$ cat config.mk
export PLATFORM = sky130hd
export DESIGN_NAME = fold_biquad
export DESIGN_NICKNAME = d
export VERILOG_FILES = /design/src/rtl/fold_biquad_pkg.sv /design/src/rtl/fold_biquad_ctrl.sv /design/src/rtl/fold_biquad_regfile.sv /design/src/rtl/fold_biquad_mul.sv /design/src/rtl/fold_biquad.sv
export SDC_FILE = /design/constraint.sdc
export NUM_CORES = 1
export LEC_CHECK = 0
export ABC_CLOCK_PERIOD_IN_PS = 21400
export BUFFER_PORTS_ARGS = -buffer_cell sky130_fd_sc_hd__buf_2
export CORE_ASPECT_RATIO = 0.6
export CORE_MARGIN = 2
export CORE_UTILIZATION = 52
export DETAILED_ROUTE_END_ITERATION = 8
export PLACE_DENSITY = 0.71
export SYNTH_ARGS = -nofsm -noshare
export SYNTH_HDL_FRONTEND = slang
export SYNTH_SLANG_ARGS = --single-unit
$ cat constraint.sdc
create_clock -name clk -period 21.4 [get_ports clk]
set_input_delay 5.35 -clock clk [delete_from_list [all_inputs] [get_ports clk]]
set_output_delay 5.35 -clock clk [all_outputs]
set_load 0.01 [all_outputs]
$ cat src/rtl/fold_biquad_pkg.sv
package fold_biquad_pkg;

    typedef enum logic [1:0] {
        SLOT_0 = 2'd0,
        SLOT_1 = 2'd1,
        SLOT_2 = 2'd2,
        SLOT_3 = 2'd3
    } slot_e;

    // adder second operand: its own registered result, or the held sample
    typedef enum logic {
        ADDB_FEEDBACK = 1'b0,
        ADDB_SAMPLE   = 1'b1
    } addb_sel_e;

    // which constant the multiplier applies in a slot
    typedef enum logic [1:0] {
        CF_REC_NEAR  = 2'd0,  // 0.2 on s[n-1]
        CF_REC_FAR   = 2'd1,  // 0.4 on s[n-2]
        CF_OUT_NEAR  = 2'd2,  // 0.3 on s[n-1]
        CF_OUT_FAR   = 2'd3   // 0.6 on s[n-2]
    } coef_sel_e;

    typedef struct packed {
        coef_sel_e coef;
        logic      rd_older;
        logic      st_we;
        logic      x_we;
        addb_sel_e addb;
        logic      out_load;
    } sched_t;

    typedef struct packed {
        slot_e slot;
        logic  ptr;
    } ctrl_state_t;

endpackage

$ cat src/rtl/fold_biquad_ctrl.sv
module fold_biquad_ctrl
    import fold_biquad_pkg::*;
(
    input  logic   clk,
    input  logic   rst_n,
    output slot_e  slot,
    output sched_t sched,
    output logic   st_waddr,
    output logic   st_raddr
);

    ctrl_state_t state_d, state_q;

    always_comb begin
        state_d      = state_q;
        state_d.slot = slot_e'(2'(state_q.slot + 2'd1));
        if (state_q.slot == SLOT_0) begin
            state_d.ptr = ~state_q.ptr;
        end
    end

    always_ff @(posedge clk or negedge rst_n) begin
        if (!rst_n) begin
            state_q <= '{slot: SLOT_0, ptr: 1'b0};
        end else begin
            state_q <= state_d;
        end
    end

    // slot decode: coefficient order 0.4, 0.2, 0.6, 0.3 keeps every stored
    // value inside one period
    always_comb begin
        sched = '{coef: CF_REC_NEAR, rd_older: 1'b0, st_we: 1'b0,
                  x_we: 1'b0, addb: ADDB_FEEDBACK, out_load: 1'b0};
        unique case (state_q.slot)
            SLOT_0: begin
                sched.coef  = CF_REC_FAR;
                sched.st_we = 1'b1;
                sched.x_we  = 1'b1;
            end
            SLOT_1: begin
                sched.coef = CF_REC_NEAR;
            end
            SLOT_2: begin
                sched.coef     = CF_OUT_FAR;
                sched.rd_older = 1'b1;
                sched.addb     = ADDB_SAMPLE;
                sched.out_load = 1'b1;
            end
            SLOT_3: begin
                sched.coef = CF_OUT_NEAR;
            end
            default: ;
        endcase
    end

    assign slot     = state_q.slot;
    assign st_waddr = ~state_q.ptr;
    assign st_raddr = sched.rd_older ? ~state_q.ptr : state_q.ptr;

    logic [1:0] slot_bits;
    assign slot_bits = state_q.slot;

    AST_SLOT_STEP: assert property (@(posedge clk) disable iff (!rst_n)
        1'b1 |=> slot_bits == 2'($past(slot_bits) + 2'd1));

    AST_PTR_HOLD: assert property (@(posedge clk) disable iff (!rst_n)
        (state_q.slot != SLOT_0) |=> $stable(state_q.ptr));

endmodule

$ cat src/rtl/fold_biquad_regfile.sv
module fold_biquad_regfile #(
    parameter int WIDTH = 16,
    parameter int DEPTH = 2,
    localparam int AW   = (DEPTH > 1) ? $clog2(DEPTH) : 1
) (
    input  logic             clk,
    input  logic             rst_n,
    input  logic             we,
    input  logic [AW-1:0]    waddr,
    input  logic [WIDTH-1:0] wdata,
    input  logic [AW-1:0]    raddr,
    output logic [WIDTH-1:0] rdata
);

    logic [WIDTH-1:0] cell_q [DEPTH];
    logic [WIDTH-1:0] cell_d [DEPTH];

    for (genvar i = 0; i < DEPTH; i++) begin : g_cell
        always_comb begin
            cell_d[i] = cell_q[i];
            if (we && (waddr == AW'(i))) begin
                cell_d[i] = wdata;
            end
        end

        always_ff @(posedge clk or negedge rst_n) begin
            if (!rst_n) begin
                cell_q[i] <= '0;
            end else begin
                cell_q[i] <= cell_d[i];
            end
        end
    end

    always_comb begin
        rdata = '0;
        for (int j = 0; j < DEPTH; j++) begin
            if (raddr == AW'(j)) begin
                rdata = cell_q[j];
            end
        end
    end

endmodule

$ cat src/rtl/fold_biquad_mul.sv
module fold_biquad_mul #(
    parameter int WIDTH = 16,
    parameter int FRAC  = 15,
    localparam int PW   = 2 * WIDTH
) (
    input  logic             clk,
    input  logic             rst_n,
    input  logic [WIDTH-1:0] op,
    input  logic [WIDTH-1:0] coef,
    output logic [WIDTH-1:0] res
);

    localparam logic signed [PW-1:0] HALF = PW'(1) <<< (FRAC - 1);

    typedef struct packed {
        logic signed [PW-1:0] prod;
        logic [WIDTH-1:0]     rounded;
    } mul_pipe_t;

    mul_pipe_t pipe_d, pipe_q;
    logic signed [PW-1:0] rsum;

    always_comb begin
        pipe_d      = pipe_q;
        pipe_d.prod = PW'($signed(op)) * PW'($signed(coef));
        rsum        = pipe_q.prod + HALF;
        pipe_d.rounded = WIDTH'(rsum >>> FRAC);
    end

    always_ff @(posedge clk or negedge rst_n) begin
        if (!rst_n) begin
            pipe_q <= '0;
        end else begin
            pipe_q <= pipe_d;
        end
    end

    assign res = pipe_q.rounded;

endmodule

$ cat src/rtl/fold_biquad.sv
module fold_biquad
    import fold_biquad_pkg::*;
#(
    parameter int               DATA_W  = 16,
    parameter int               FRAC_W  = 15,
    parameter logic [DATA_W-1:0] K_REC_NEAR = 16'd6554,
    parameter logic [DATA_W-1:0] K_REC_FAR  = 16'd13107,
    parameter logic [DATA_W-1:0] K_OUT_NEAR = 16'd9830,
    parameter logic [DATA_W-1:0] K_OUT_FAR  = 16'd19661
) (
    input  logic              clk,
    input  logic              rst_n,
    input  logic              in_valid,
    input  logic [DATA_W-1:0] in_data,
    output logic              out_valid,
    output logic [DATA_W-1:0] out_data
);

    localparam int ST_CELLS = 2;
    localparam int X_CELLS  = 1;

    typedef struct packed {
        logic [DATA_W-1:0] acc;
        logic              tag_cur;
        logic              tag_prev;
        logic              ovld;
        logic [DATA_W-1:0] odata;
    } dp_state_t;

    slot_e             slot;
    sched_t            sched;
    logic              st_waddr, st_raddr;
    logic [DATA_W-1:0] st_rdata, x_held, x_wdata;
    logic [DATA_W-1:0] coef, mul_res, add_b;
    dp_state_t         dp_d, dp_q;

    fold_biquad_ctrl u_ctrl (
        .clk      (clk),
        .rst_n    (rst_n),
        .slot     (slot),
        .sched    (sched),
        .st_waddr (st_waddr),
        .st_raddr (st_raddr)
    );

    // two past state values, written with the newest state each period
    fold_biquad_regfile #(.WIDTH(DATA_W), .DEPTH(ST_CELLS)) u_state_mem (
        .clk   (clk),
        .rst_n (rst_n),
        .we    (sched.st_we),
        .waddr (st_waddr),
        .wdata (dp_q.acc),
        .raddr (st_raddr),
        .rdata (st_rdata)
    );

    assign x_wdata = in_valid ? in_data : '0;

    fold_biquad_regfile #(.WIDTH(DATA_W), .DEPTH(X_CELLS)) u_sample_mem (
        .clk   (clk),
        .rst_n (rst_n),
        .we    (sched.x_we),
        .waddr (1'b0),
        .wdata (x_wdata),
        .raddr (1'b0),
        .rdata (x_held)
    );

    always_comb begin
        unique case (sched.coef)
            CF_REC_NEAR: coef = K_REC_NEAR;
            CF_REC_FAR:  coef = K_REC_FAR;
            CF_OUT_NEAR: coef = K_OUT_NEAR;
            CF_OUT_FAR:  coef = K_OUT_FAR;
            default:     coef = '0;
        endcase
    end

    fold_biquad_mul #(.WIDTH(DATA_W), .FRAC(FRAC_W)) u_mul (
        .clk   (clk),
        .rst_n (rst_n),
        .op    (st_rdata),
        .coef  (coef),
        .res   (mul_res)
    );

    always_comb begin
        dp_d  = dp_q;
        add_b = (sched.addb == ADDB_SAMPLE) ? x_held : dp_q.acc;
        dp_d.acc = mul_res + add_b;
        if (sched.x_we) begin
            dp_d.tag_prev = dp_q.tag_cur;
            dp_d.tag_cur  = in_valid;
        end
        dp_d.ovld = sched.out_load && dp_q.tag_prev;
        if (sched.out_load && dp_q.tag_prev) begin
            dp_d.odata = dp_q.acc;
        end
    end

    always_ff @(posedge clk or negedge rst_n) begin
        if (!rst_n) begin
            dp_q <= '0;
        end else begin
            dp_q <= dp_d;
        end
    end

    assign out_valid = dp_q.ovld;
    assign out_data  = dp_q.odata;

    AST_SAMPLE_CAPTURE: assert property (@(posedge clk) disable iff (!rst_n)
        (slot == SLOT_0 && in_valid) |=> (x_held == $past(in_data)));

    AST_SAMPLE_IGNORED: assert property (@(posedge clk) disable iff (!rst_n)
        (slot != SLOT_0) |=> $stable(x_held));

    AST_ZERO_SAMPLE: assert property (@(posedge clk) disable iff (!rst_n)
        (slot == SLOT_0 && !in_valid) |=> (x_held == '0));

    AST_OUT_PHASE: assert property (@(posedge clk) disable iff (!rst_n)
        out_valid |-> (slot == SLOT_3));

    AST_OUT_ONE_CYCLE: assert property (@(posedge clk) disable iff (!rst_n)
        out_valid |=> !out_valid);

    AST_OUT_HOLD: assert property (@(posedge clk) disable iff (!rst_n)
        !out_valid |-> $stable(out_data));

endmodule

==> Word level (Yosys, flattened, before mapping) <==
Cells that the tools add are included.
{ "totals": {"out_inout_bits": 17, "ramBits": 0, "mem_bits_ro": 0, "input_bits": 19, "regBits": 133, "word_cells": 37, "memories": 0, "latchBits": 0} }
{ "op_classes": {"n_mul": 1, "div": 0, "bitwise": 1, "n_shift": 0, "muxes": 9, "n_addsub": 3, "n_reduce_logical": 5, "n_eq_ne": 6, "order_cmp": 0} }
{ "ops": {"columns": ["op", "count"], "rows": [
  ["$pmux W16 S4", 1],
  ["$mux W16", 3],
  ["$add A31 B16 Y31 const B", 1],
  ["$mul A16 B16 Y31", 1],
  ["$add A16 B16 Y16", 1],
  ["$eq A2 B2 Y1 const B", 4],
  ["$pmux W2 S4", 1],
  ["$eq A2 B1 Y1 const B", 2],
  ["$logic_not A2 Y1", 2],
  ["$mux W2", 2],
  ["$logic_and A1 B1 Y1", 3],
  ["$add A2 B1 Y2 const B", 1],
  ["$mux W1", 2],
  ["$not A1 Y1", 1]
]} }

==> Depth between registers and ports, before layout <==
Gate-level depths: netlist of the first run.
{ "logic_depth": {"depth_word": 5, "mapped_depth": 28, "mapped_depth_nobuf": 26} }

==> By module <==
From an unflattened synthesis of the first run, not the netlist that was laid out.
{ "unflattened": {"cells_unflattened": 1508, "area_unflattened_um2": 15421.0} }
{ "modules_own_cells": {"columns": ["module", "cells_each", "instances", "area_per_inst_um2", "seq_area_each_um2"], "rows": [
  ["fold_biquad_mul", 1131, 1, 10655.2, 825.8],
  ["fold_biquad", 219, 1, 2352.3, 875.8],
  ["fold_biquad_regfile (u_state_mem)", 87, 1, 1442.6, 800.8],
  ["fold_biquad_regfile (u_sample_mem)", 52, 1, 767.0, 400.4],
  ["fold_biquad_ctrl", 19, 1, 203.9, 75.1]
]} }

==> Least setup slack after synthesis of the first run <==
Ideal clock, no wire load.
{ "synth_timing": {"path_type": "register -> register", "from": "register u_ctrl.state_q (netlist bit u_ctrl.slot[0])", "to": "register u_mul.pipe_q[45] (netlist name)", "t_required_ns": 21.296, "setup_time_ns": 0.104, "t_arrival_ns": 6.938, "setup_slack_ns": 14.358, "period_less_slack_ns": 7.042, "path_stages_with_launch": 27, "n_path_buf": 2, "path_cell_list": "dfrtp_1 -> inv_1 -> ha_1 -> xor2_4 -> buf_2 -> buf_2 -> mux2_2 -> nand2_1 -> inv_1 -> fa_1 -> inv_1 -> fa_1 -> inv_1 -> fa_1 -> fa_1 -> fa_1 -> inv_1 -> fa_1 -> inv_1 -> ha_1 -> a21oi_1 -> nor2b_1 -> a31o_2 -> a211o_1 -> a21oi_1 -> nand2_1 -> o311ai_1"} }
{ "synth_rtl": {"columns": ["element", "line_no", "text"], "rows": [
  ["start, declared", "fold_biquad_ctrl.sv:12", "ctrl_state_t state_d, state_q;"],
  ["start signal, assigned", "fold_biquad_ctrl.sv:24", "state_q <= '{slot: SLOT_0, ptr: 1'b0};"],
  ["start signal, assigned", "fold_biquad_ctrl.sv:26", "state_q <= state_d;"],
  ["end signal, assigned", "fold_biquad_mul.sv:34", "pipe_q <= pipe_d;"],
  ["end, declared", "fold_biquad_mul.sv:20", "mul_pipe_t pipe_d, pipe_q;"]
]} }

==> results of run 1 <==
-- placed cells by master (no fill, tap or decap), types with 2 or more instances in the layout --
cell,netlist,routed
sky130_fd_sc_hd__nand2_1,90,90
sky130_fd_sc_hd__and3_1,7,7
sky130_fd_sc_hd__ha_1,115,114
sky130_fd_sc_hd__o21a_1,5,5
sky130_fd_sc_hd__a211oi_1,2,2
sky130_fd_sc_hd__o211ai_1,4,4
sky130_fd_sc_hd__clkinv_2,0,2
sky130_fd_sc_hd__fa_1,206,206
sky130_fd_sc_hd__buf_4,16,15
sky130_fd_sc_hd__nor3_1,6,6
sky130_fd_sc_hd__nand4_1,3,3
sky130_fd_sc_hd__clkbuf_1,25,2
sky130_fd_sc_hd__or2_2,2,2
sky130_fd_sc_hd__mux2i_1,20,20
sky130_fd_sc_hd__buf_2,3,34
sky130_fd_sc_hd__nor2b_1,9,9
sky130_fd_sc_hd__a21o_1,17,17
sky130_fd_sc_hd__clkbuf_8,0,2
sky130_fd_sc_hd__nor4_1,2,2
sky130_fd_sc_hd__nand3_1,20,20
sky130_fd_sc_hd__nand2b_1,7,7
sky130_fd_sc_hd__a31oi_1,6,6
sky130_fd_sc_hd__o21bai_1,5,5
sky130_fd_sc_hd__a21oi_1,43,43
sky130_fd_sc_hd__xor2_1,29,29
sky130_fd_sc_hd__and2_1,8,8
sky130_fd_sc_hd__o21ai_0,30,30
sky130_fd_sc_hd__nor2_1,87,87
sky130_fd_sc_hd__mux2_2,76,76
sky130_fd_sc_hd__clkbuf_16,0,25
sky130_fd_sc_hd__xnor2_1,50,50
sky130_fd_sc_hd__a211o_1,2,2
sky130_fd_sc_hd__dfrtp_1,119,119
sky130_fd_sc_hd__inv_1,308,308
-- worst reg2reg max path, cell delays in order (launching register included) --
cell and delay [ns]:
sky130_fd_sc_hd__dfrtp_1 0.38, sky130_fd_sc_hd__inv_1 0.14, sky130_fd_sc_hd__ha_2 0.27, sky130_fd_sc_hd__xor2_4 0.35
sky130_fd_sc_hd__buf_4 0.39, sky130_fd_sc_hd__mux2i_1 0.70, sky130_fd_sc_hd__inv_2 0.27, sky130_fd_sc_hd__nand2_1 0.34
sky130_fd_sc_hd__fa_1 0.51, sky130_fd_sc_hd__fa_1 0.54, sky130_fd_sc_hd__inv_1 0.05, sky130_fd_sc_hd__fa_1 0.49
sky130_fd_sc_hd__fa_1 0.51, sky130_fd_sc_hd__fa_1 0.49, sky130_fd_sc_hd__inv_1 0.05, sky130_fd_sc_hd__fa_1 0.47
sky130_fd_sc_hd__inv_1 0.04, sky130_fd_sc_hd__ha_1 0.38, sky130_fd_sc_hd__a21oi_1 0.17, sky130_fd_sc_hd__nor2b_1 0.06
sky130_fd_sc_hd__a31o_2 0.25, sky130_fd_sc_hd__a211o_1 0.35, sky130_fd_sc_hd__a21oi_1 0.29, sky130_fd_sc_hd__nand2_1 0.14
sky130_fd_sc_hd__o311ai_1 0.24
-- cells by family (layout without fill, tap and decap cells) --
| logic type | count (synthesis) | count (layout) | share of synthesized area |
|---|---|---|---|
| AND/OR/NAND/NOR | 244 | 244 | 0.0778 |
| AO/OA/AOI/OAI | 130 | 130 | 0.0627 |
| multiplexers | 97 | 97 | 0.0785 |
| adder cells (fa/ha/maj) | 321 | 321 | 0.408 |
| XOR/XNOR | 80 | 80 | 0.0527 |
| flip-flops | 119 | 119 | 0.218 |
| buffers and inverters | 354 | 390 | 0.102 |
-- sequential cells by signal, summed over array words and instances (netlist names) --
signal               flops
u_state_mem.cell_q      32
dp_q                    18
u_mul.pipe_q            17
out_data                16
u_mul.res               16
u_sample_mem.cell_q     16
u_ctrl.slot              2
out_valid                1
u_ctrl.state_q           1
-- final cells by class --
| type | instances | area, um^2 |
|---|---|---|
| clock inverters | 3 | 17.5 |
| well taps | 352 | 440 |
| repair buffers | 49 | 283 |
| multi-input cells | 872 | 9270 |
| inverters | 309 | 1160 |
| clock buffers | 29 | 661 |
| fillers | 2170 | 10700 |
| flip-flops and latches | 119 | 2980 |
-- routing by layer --
layer  global-route usage  routed length, um
met1                0.392              15700
met2                0.387              14500
met3               0.0936               3740
met4               0.0411                391
met5                    0                  0
-- metrics by stage --
step           std cells  cell area, um^2
2_1_floorplan       1345            13600
3_3_place_gp        1701            14100
3_5_place_dp        1701            14100
4_1_cts             1733            14800
5_1_grt             1733            14800
6_report            1733            14800
-- final timing paths --
path,start,to,cells past startpoint
worst min-delay path,u_mul.pipe_q[46]$_DFF_PN0_,u_mul.res[15]$_DFF_PN0_,1
worst max-delay path,u_ctrl.slot[0]$_DFF_PN0_,u_mul.pipe_q[45]$_DFF_PN0_,24
worst max register to register,u_ctrl.slot[0]$_DFF_PN0_,u_mul.pipe_q[45]$_DFF_PN0_,24
min in group asynchronous,rst_n,u_mul.res[15]$_DFF_PN0_,1
max in group asynchronous,rst_n,u_sample_mem.cell_q[3]$_DFFE_PN0N_,2
worst min register to register,u_mul.pipe_q[46]$_DFF_PN0_,u_mul.res[15]$_DFF_PN0_,1
==> metrics.txt, run 1 <==
# TYPE chip_impl_metric gauge
chip_impl_metric{name="async_reset_ff_frac",unit=""} 1.00
chip_impl_metric{name="synth_seq_cells",unit=""} 119
chip_impl_metric{name="critPathArrivalTime",unit="ns"} 8.33
chip_impl_metric{name="grt.overflow.total",unit=""} 0
chip_impl_metric{name="tritoncts.num_buffers",unit=""} 25
chip_impl_metric{name="achievable-frequency",unit="GHz"} 0.125
chip_impl_info{name="synthFlopType",value="sky130_fd_sc_hd__dfrtp_1"} 1
chip_impl_metric{name="final-hold-violation-count",unit=""} 0
chip_impl_metric{name="max-clock-path-buffers",unit=""} 3
chip_impl_metric{name="syn_area_per_cell",unit="um^2"} 10.1
chip_impl_info{name="critPathLaunchType",value="register"} 1
chip_impl_metric{name="start_util",unit=""} 0.535
chip_impl_info{name="crit_family",value="adder cells"} 1
chip_impl_metric{name="worst_path_largest_cell_delay",unit="ns"} 0.68
chip_impl_info{name="synth_area_leaders",value="sky130_fd_sc_hd__fa_1, sky130_fd_sc_hd__dfrtp_1, sky130_fd_sc_hd__ha_1, sky130_fd_sc_hd__inv_1, sky130_fd_sc_hd__mux2_2"} 1
chip_impl_metric{name="synth_enable_flop_cells",unit=""} 0
chip_impl_metric{name="worst_margin_slew",unit="ns"} 1.39
chip_impl_info{name="tritoncts",value="yes"} 1
chip_impl_metric{name="final_total_negative_setup_slack",unit="ns"} 0
chip_impl_metric{name="timing.max_slew.rel_slack",unit=""} 0.0701
chip_impl_metric{name="final.setup.worst_slack",unit="ns"} 13.42
chip_impl_metric{name="place.port_buffers",unit=""} 35
chip_impl_metric{name="drtIter0Drc",unit=""} 853
chip_impl_info{name="status",value="finished, final reports clean"} 1
chip_impl_metric{name="syn_inst_count",unit=""} 1345
chip_impl_info{name="clock_tree.root_cell",value="sky130_fd_sc_hd__clkbuf_16"} 1
chip_impl_metric{name="timing.critical_path.buf_inv",unit=""} 6
chip_impl_info{name="timing.critical_path.to_type",value="register"} 1
chip_impl_metric{name="clk_transition_reported_paths",unit="ns"} 0.05
chip_impl_info{name="timing.critical_path.cells",value="inv_1 > ha_2 > xor2_4 > buf_4 > mux2i_1 > inv_2 > nand2_1 > fa_1 > fa_1 > inv_1 > fa_1 > fa_1 > fa_1 > inv_1 > fa_1 > inv_1 > ha_1 > a21oi_1 > nor2b_1 > a31o_2 > a211o_1 > a21oi_1 > nand2_1 > o311ai_1"} 1
chip_impl_metric{name="place.gp.congestion",unit=""} 0.984
chip_impl_metric{name="first_global_vias",unit=""} 9863
chip_impl_metric{name="postRouteWirelength",unit="mm"} 34.3
chip_impl_metric{name="first_drt_pass_iteration_count",unit=""} 5
chip_impl_metric{name="die_area",unit="um^2"} 27600
chip_impl_metric{name="grt_first_pass_wirelength",unit="mm"} 55.0
chip_impl_metric{name="cts-htree-levels",unit=""} 4
chip_impl_metric{name="min_period",unit="ns"} 7.98
chip_impl_metric{name="finalNetCount",unit=""} 1716
chip_impl_metric{name="syn2layout_area_growth",unit="%"} 8.59
chip_impl_metric{name="postLayoutCoreUtil",unit=""} 0.581
chip_impl_metric{name="worst_clock_skew",unit="ns"} 0.0112
chip_impl_metric{name="clk-insertion-delay-late",unit="ns"} 0.46
chip_impl_metric{name="post-cts-setup-buffer-count",unit=""} 0
chip_impl_metric{name="n_antenna_cell",unit=""} 0
chip_impl_metric{name="yosys.area.top_type_share",unit=""} 0.302
chip_impl_metric{name="pre_cts_ws",unit="ns"} 13.54
chip_impl_metric{name="clkSinkCount",unit=""} 119
chip_impl_info{name="grt_setup_unrepaired",value="no"} 1
chip_impl_metric{name="syn-cell-area",unit="um^2"} 13600
chip_impl_info{name="min-delay-path-class",value="register to register"} 1
chip_impl_metric{name="synth-warning-count",unit=""} 0
chip_impl_info{name="timing.critical_path.slowest_stage_cell",value="sky130_fd_sc_hd__mux2i_1"} 1
chip_impl_metric{name="worst-r2r-setup-slack",unit="ns"} 13.42
chip_impl_metric{name="crit_fanout",unit=""} 21
chip_impl_metric{name="die_h",unit="um"} 129
chip_impl_metric{name="setup_viol_count_final",unit=""} 0
chip_impl_metric{name="floorplan_core_area",unit="um^2"} 25500
chip_impl_metric{name="die_x",unit="um"} 213
chip_impl_info{name="synthDominantAreaCellType",value="sky130_fd_sc_hd__fa_1"} 1
chip_impl_metric{name="postCtsResizedCells",unit=""} 0
chip_impl_metric{name="io-pin-count",unit=""} 36
chip_impl_info{name="path_common_cell",value="sky130_fd_sc_hd__fa_1"} 1
chip_impl_metric{name="drt_drc_violations_left",unit=""} 0
chip_impl_metric{name="route.detailed.vias_per_inst",unit=""} 5.41
chip_impl_metric{name="number_of_distinct_library_cells_after_synthesis",unit=""} 54
chip_impl_metric{name="gr-usage-all-layers",unit=""} 0.266
chip_impl_info{name="critical_setup_path_class",value="register to register"} 1
chip_impl_metric{name="postSynthNetCount",unit=""} 1685
chip_impl_metric{name="hold_slack_final",unit="ns"} 0.441
chip_impl_metric{name="rows",unit=""} 45
chip_impl_info{name="synthMostInstantiatedCell",value="sky130_fd_sc_hd__inv_1"} 1
chip_impl_metric{name="timing.max_cap.violations",unit=""} 0
chip_impl_metric{name="grt_antenna_before_repair",unit=""} 0
chip_impl_metric{name="dpl.hpwl",unit="mm"} 28.3
chip_impl_metric{name="grt_max_degree",unit=""} 75
chip_impl_metric{name="slew_violations",unit=""} 0
chip_impl_info{name="netlist_top_cells_count",value="sky130_fd_sc_hd__inv_1, sky130_fd_sc_hd__fa_1, sky130_fd_sc_hd__dfrtp_1, sky130_fd_sc_hd__ha_1, sky130_fd_sc_hd__nand2_1"} 1
chip_impl_metric{name="final_layout_size_suffix_gt1_frac",unit=""} 0.121
chip_impl_metric{name="postCtsHoldBufs",unit=""} 0
chip_impl_metric{name="antenna_viol_nets_final",unit=""} 0
chip_impl_metric{name="route.detailed.wl_per_inst",unit="um"} 19.8
chip_impl_metric{name="required",unit="ns"} 21.75
chip_impl_metric{name="synth.yosys.seq_area_share",unit=""} 0.218
chip_impl_metric{name="fin_crit_sh",unit=""} 0.373
chip_impl_metric{name="route.vias.total",unit=""} 9383
Power of run 1 is left out: the tool's default activity adds up to more than one toggle a clock period on the data nets, which glitch-free logic cannot reach.
==> inputs of run 2 (changes only) <==
--- a/config.mk
+++ b/config.mk
@@ -5,13 +5,14 @@
 export SDC_FILE = /design/constraint.sdc
 export NUM_CORES = 1
 export LEC_CHECK = 0
-export ABC_CLOCK_PERIOD_IN_PS = 21400
+export ABC_AREA = 1
+export ABC_CLOCK_PERIOD_IN_PS = 6400
 export BUFFER_PORTS_ARGS = -buffer_cell sky130_fd_sc_hd__buf_2
 export CORE_ASPECT_RATIO = 0.6
 export CORE_MARGIN = 2
 export CORE_UTILIZATION = 52
 export DETAILED_ROUTE_END_ITERATION = 8
-export PLACE_DENSITY = 0.71
+export PLACE_DENSITY = 0.74
 export SYNTH_ARGS = -nofsm -noshare
 export SYNTH_HDL_FRONTEND = slang
 export SYNTH_SLANG_ARGS = --single-unit
==> constraint.sdc (replaced) <==
create_clock -name clk -period 6.4 [get_ports clk]
set_input_delay 1.6 -clock clk [delete_from_list [all_inputs] [get_ports clk]]
set_output_delay 1.6 -clock clk [all_outputs]
set_load 0.01 [all_outputs]
==> run 2 against run 1 <==
Sequential share of layout area shrank 3.0 points. Synthesized cell count grew 24%. Flip-flop and latch count is the same. Utilization grew 7.5 points. Critical path depth grew 5. Clock skew shrank 0.0037 ns. Critical path type unchanged. Final area grew 18%. First-iteration DRC count grew 19%. Global-route usage grew 3.4 points. Clock-buffer cell count shrank 12. Final cell count grew 29%. Die area grew 3.5%.
==> metrics.txt, run 2 <==
# TYPE chip_impl_metric gauge
chip_impl_metric{name="timing.max_slew.rel_slack",unit=""} 0.360
chip_impl_metric{name="clk-insertion-delay-late",unit="ns"} 0.42
chip_impl_metric{name="setup_viol_count_final",unit=""} 0
chip_impl_metric{name="synth_seq_cells",unit=""} 119
chip_impl_metric{name="largest_register_ffs",unit=""} 32
chip_impl_metric{name="route.detailed.wl_per_inst",unit="um"} 18.7
chip_impl_metric{name="max-clock-path-buffers",unit=""} 2
chip_impl_metric{name="hold_slack_final",unit="ns"} 0.448
chip_impl_info{name="registers.top_by_ff_count",value="u_state_mem.cell_q"} 1
chip_impl_metric{name="rows",unit=""} 46
chip_impl_info{name="synthDominantAreaCellType",value="sky130_fd_sc_hd__fa_1"} 1
chip_impl_metric{name="async_reset_ff_frac",unit=""} 1.00
chip_impl_info{name="synthMostInstantiatedCell",value="sky130_fd_sc_hd__inv_1"} 1
chip_impl_metric{name="crit_fanout",unit=""} 7
chip_impl_metric{name="first_global_vias",unit=""} 11900
chip_impl_metric{name="grt_antenna_before_repair",unit=""} 1
chip_impl_metric{name="fin_crit_sh",unit=""} 0.975
chip_impl_metric{name="min_period",unit="ns"} 6.24
chip_impl_metric{name="synth_enable_flop_cells",unit=""} 0
chip_impl_metric{name="final-hold-violation-count",unit=""} 0
chip_impl_info{name="netlist_top_cells_count",value="sky130_fd_sc_hd__inv_1, sky130_fd_sc_hd__nand2_1, sky130_fd_sc_hd__fa_1, sky130_fd_sc_hd__nor2_1, sky130_fd_sc_hd__dfrtp_1"} 1
chip_impl_metric{name="grt.overflow.total",unit=""} 0
chip_impl_info{name="critical_setup_path_class",value="register to register"} 1
chip_impl_info{name="biggestRegsByFlops",value="u_state_mem.cell_q (32), dp_q (18), u_mul.pipe_q (17)"} 1
chip_impl_metric{name="drtIter0Drc",unit=""} 1019
chip_impl_metric{name="io-pin-count",unit=""} 36
chip_impl_info{name="status",value="finished, final reports clean"} 1
chip_impl_metric{name="clk_transition_reported_paths",unit="ns"} 0.06
chip_impl_metric{name="place.gp.congestion",unit=""} 0.978
chip_impl_metric{name="required",unit="ns"} 6.69
chip_impl_metric{name="die_area",unit="um^2"} 28500
chip_impl_metric{name="slew_violations",unit=""} 0
chip_impl_metric{name="syn_inst_count",unit=""} 1670
chip_impl_metric{name="achievable-frequency",unit="GHz"} 0.160
chip_impl_metric{name="critPathArrivalTime",unit="ns"} 6.53
chip_impl_metric{name="worst_path_largest_cell_delay",unit="ns"} 0.53
chip_impl_metric{name="postSynthNetCount",unit=""} 2010
chip_impl_info{name="critPathLaunchType",value="register"} 1
chip_impl_metric{name="die_h",unit="um"} 132
chip_impl_metric{name="antenna_viol_nets_final",unit=""} 0
chip_impl_metric{name="place.port_buffers",unit=""} 35
chip_impl_metric{name="yosys.area.top_type_share",unit=""} 0.292
chip_impl_metric{name="drt_drc_violations_left",unit=""} 0
chip_impl_info{name="clock_tree.root_cell",value="sky130_fd_sc_hd__clkbuf_16"} 1
chip_impl_metric{name="grt_max_degree",unit=""} 63
chip_impl_metric{name="number_of_distinct_library_cells_after_synthesis",unit=""} 45
chip_impl_metric{name="synth-warning-count",unit=""} 0
chip_impl_metric{name="syn_area_per_cell",unit="um^2"} 8.46
chip_impl_info{name="most_common_library_cell_in_the_layout_ignoring_fill_and_taps",value="sky130_fd_sc_hd__inv_1"} 1
chip_impl_metric{name="clkSinkCount",unit=""} 119
chip_impl_metric{name="cts-htree-levels",unit=""} 4
chip_impl_info{name="grt_setup_unrepaired",value="yes"} 1
chip_impl_metric{name="final_layout_size_suffix_gt1_frac",unit=""} 0.238
chip_impl_info{name="tritoncts",value="yes"} 1
chip_impl_metric{name="gr-usage-all-layers",unit=""} 0.300
chip_impl_metric{name="postRouteWirelength",unit="mm"} 41.9
chip_impl_metric{name="floorplan_core_area",unit="um^2"} 26500
chip_impl_metric{name="route.vias.total",unit=""} 11700
chip_impl_metric{name="worst-r2r-setup-slack",unit="ns"} 0.16
chip_impl_metric{name="timing.max_cap.violations",unit=""} 0
chip_impl_info{name="synthFlopType",value="sky130_fd_sc_hd__dfrtp_1"} 1
chip_impl_metric{name="grt_first_pass_wirelength",unit="mm"} 65.2
chip_impl_metric{name="die_x",unit="um"} 217
chip_impl_info{name="synth_area_leaders",value="sky130_fd_sc_hd__fa_1, sky130_fd_sc_hd__dfrtp_1, sky130_fd_sc_hd__inv_1, sky130_fd_sc_hd__ha_1, sky130_fd_sc_hd__nand2_1"} 1
chip_impl_metric{name="dpl.hpwl",unit="mm"} 34.5
chip_impl_metric{name="syn2layout_area_growth",unit="%"} 23.2
chip_impl_metric{name="tritoncts.num_buffers",unit=""} 17
chip_impl_metric{name="finalNetCount",unit=""} 2208
chip_impl_metric{name="route.detailed.vias_per_inst",unit=""} 5.24
chip_impl_info{name="timing.critical_path.to_type",value="register"} 1
chip_impl_metric{name="worst_margin_slew",unit="ns"} 0.957
chip_impl_info{name="timing.critical_path.slowest_stage_cell",value="sky130_fd_sc_hd__fa_1"} 1
chip_impl_metric{name="start_util",unit=""} 0.532
chip_impl_info{name="path_common_cell",value="sky130_fd_sc_hd__fa_1"} 1
chip_impl_metric{name="syn-cell-area",unit="um^2"} 14100
chip_impl_metric{name="n_antenna_cell",unit=""} 0
chip_impl_metric{name="worst_clock_skew",unit="ns"} 0.00743
chip_impl_metric{name="first_drt_pass_iteration_count",unit=""} 8
chip_impl_metric{name="synth.yosys.seq_area_share",unit=""} 0.211
chip_impl_info{name="min-delay-path-class",value="register to register"} 1
chip_impl_info{name="layout_common_cells",value="sky130_fd_sc_hd__inv_1, sky130_fd_sc_hd__nand2_1, sky130_fd_sc_hd__fa_1"} 1
[run 2: worst max-delay path: cells and delay by family, from the launching register on]
| kind | cells | cell delay, ns |
|---|---|---|
| AO/OA/AOI/OAI | 1 | 0.19 |
| adder cells (fa/ha/maj) | 8 | 3.44 |
| buffers and inverters | 10 | 0.92 |
| flip-flops | 1 | 0.39 |
| multiplexers | 1 | 0.11 |
| AND/OR/NAND/NOR | 9 | 1.05 |
[run 2: cell type report]
cell class	instances	area, um^2
clock buffers	17	425
flip-flops and latches	119	2980
well taps	360	450
multi-input cells	1097	10100
inverters	407	1550
fillers	2133	9130
clock inverters	15	154
repair buffers	226	1740
[run 2: final timing paths]
kind	startpoint	to	cells after the start
max	u_ctrl.slot[0]$_DFF_PN0_	u_mul.pipe_q[34]$_DFF_PN0_	29
min	u_mul.pipe_q[46]$_DFF_PN0_	u_mul.res[15]$_DFF_PN0_	1
max reg2reg	u_ctrl.slot[0]$_DFF_PN0_	u_mul.pipe_q[34]$_DFF_PN0_	29
min reg2reg	u_mul.pipe_q[46]$_DFF_PN0_	u_mul.res[15]$_DFF_PN0_	1
max in group asynchronous	rst_n	u_state_mem.cell_q[22]$_DFFE_PN0P_	2
min in group asynchronous	rst_n	u_sample_mem.cell_q[13]$_DFFE_PN0N_	1
[run 2: cell families (layout without fill, tap and decap cells)]
group	count (synthesis)	after routing	share of synthesized area
adders and majority gates	321	321	0.394
AOI/OAI and AO/OA	193	193	0.0759
buffers and inverters	454	665	0.127
and+or+nand+nor	520	520	0.153
xor gates and xnor gates	62	62	0.0395
muxes	1	1	0.000708
DFF	119	119	0.211
[run 2: repair_timing]
action | in CTS | in global routing
pin swaps | 11 | 62
resized for setup | 50 | 160
endpoints found under the setup margin | 15 | 17
hold buffers | 0 | 0
setup buffers | 1 | 13
[run 2: through the flow]
| step | TNS, ns | util | cell area, um^2 | worst slack [ns] | std cells |
|---|---|---|---|---|---|
| 2_1_floorplan | 0 | - | 14100 | 0.303 | 1670 |
| 3_3_place_gp | -0.742 | 0.599 | 15900 | -0.161 | 2195 |
| 3_5_place_dp | -1.04 | 0.599 | 15900 | -0.243 | 2195 |
| 4_1_cts | 0 | 0.628 | 16700 | 0.00278 | 2228 |
| 5_1_grt | -0.356 | 0.656 | 17400 | -0.0658 | 2241 |
| 6_report | 0 | 0.656 | 17400 | 0.161 | 2241 |
[run 2: routing by layer]
metal | vias to the layer above | wire length, um | GRT usage
li1 | 5421 | - | -
met4 | 0 | 458 | 0.0369
met3 | 35 | 5070 | 0.107
met5 | - | 0 | 0
met2 | 521 | 16900 | 0.404
met1 | 5759 | 19400 | 0.469
Power of run 2 is left out for the same reason.
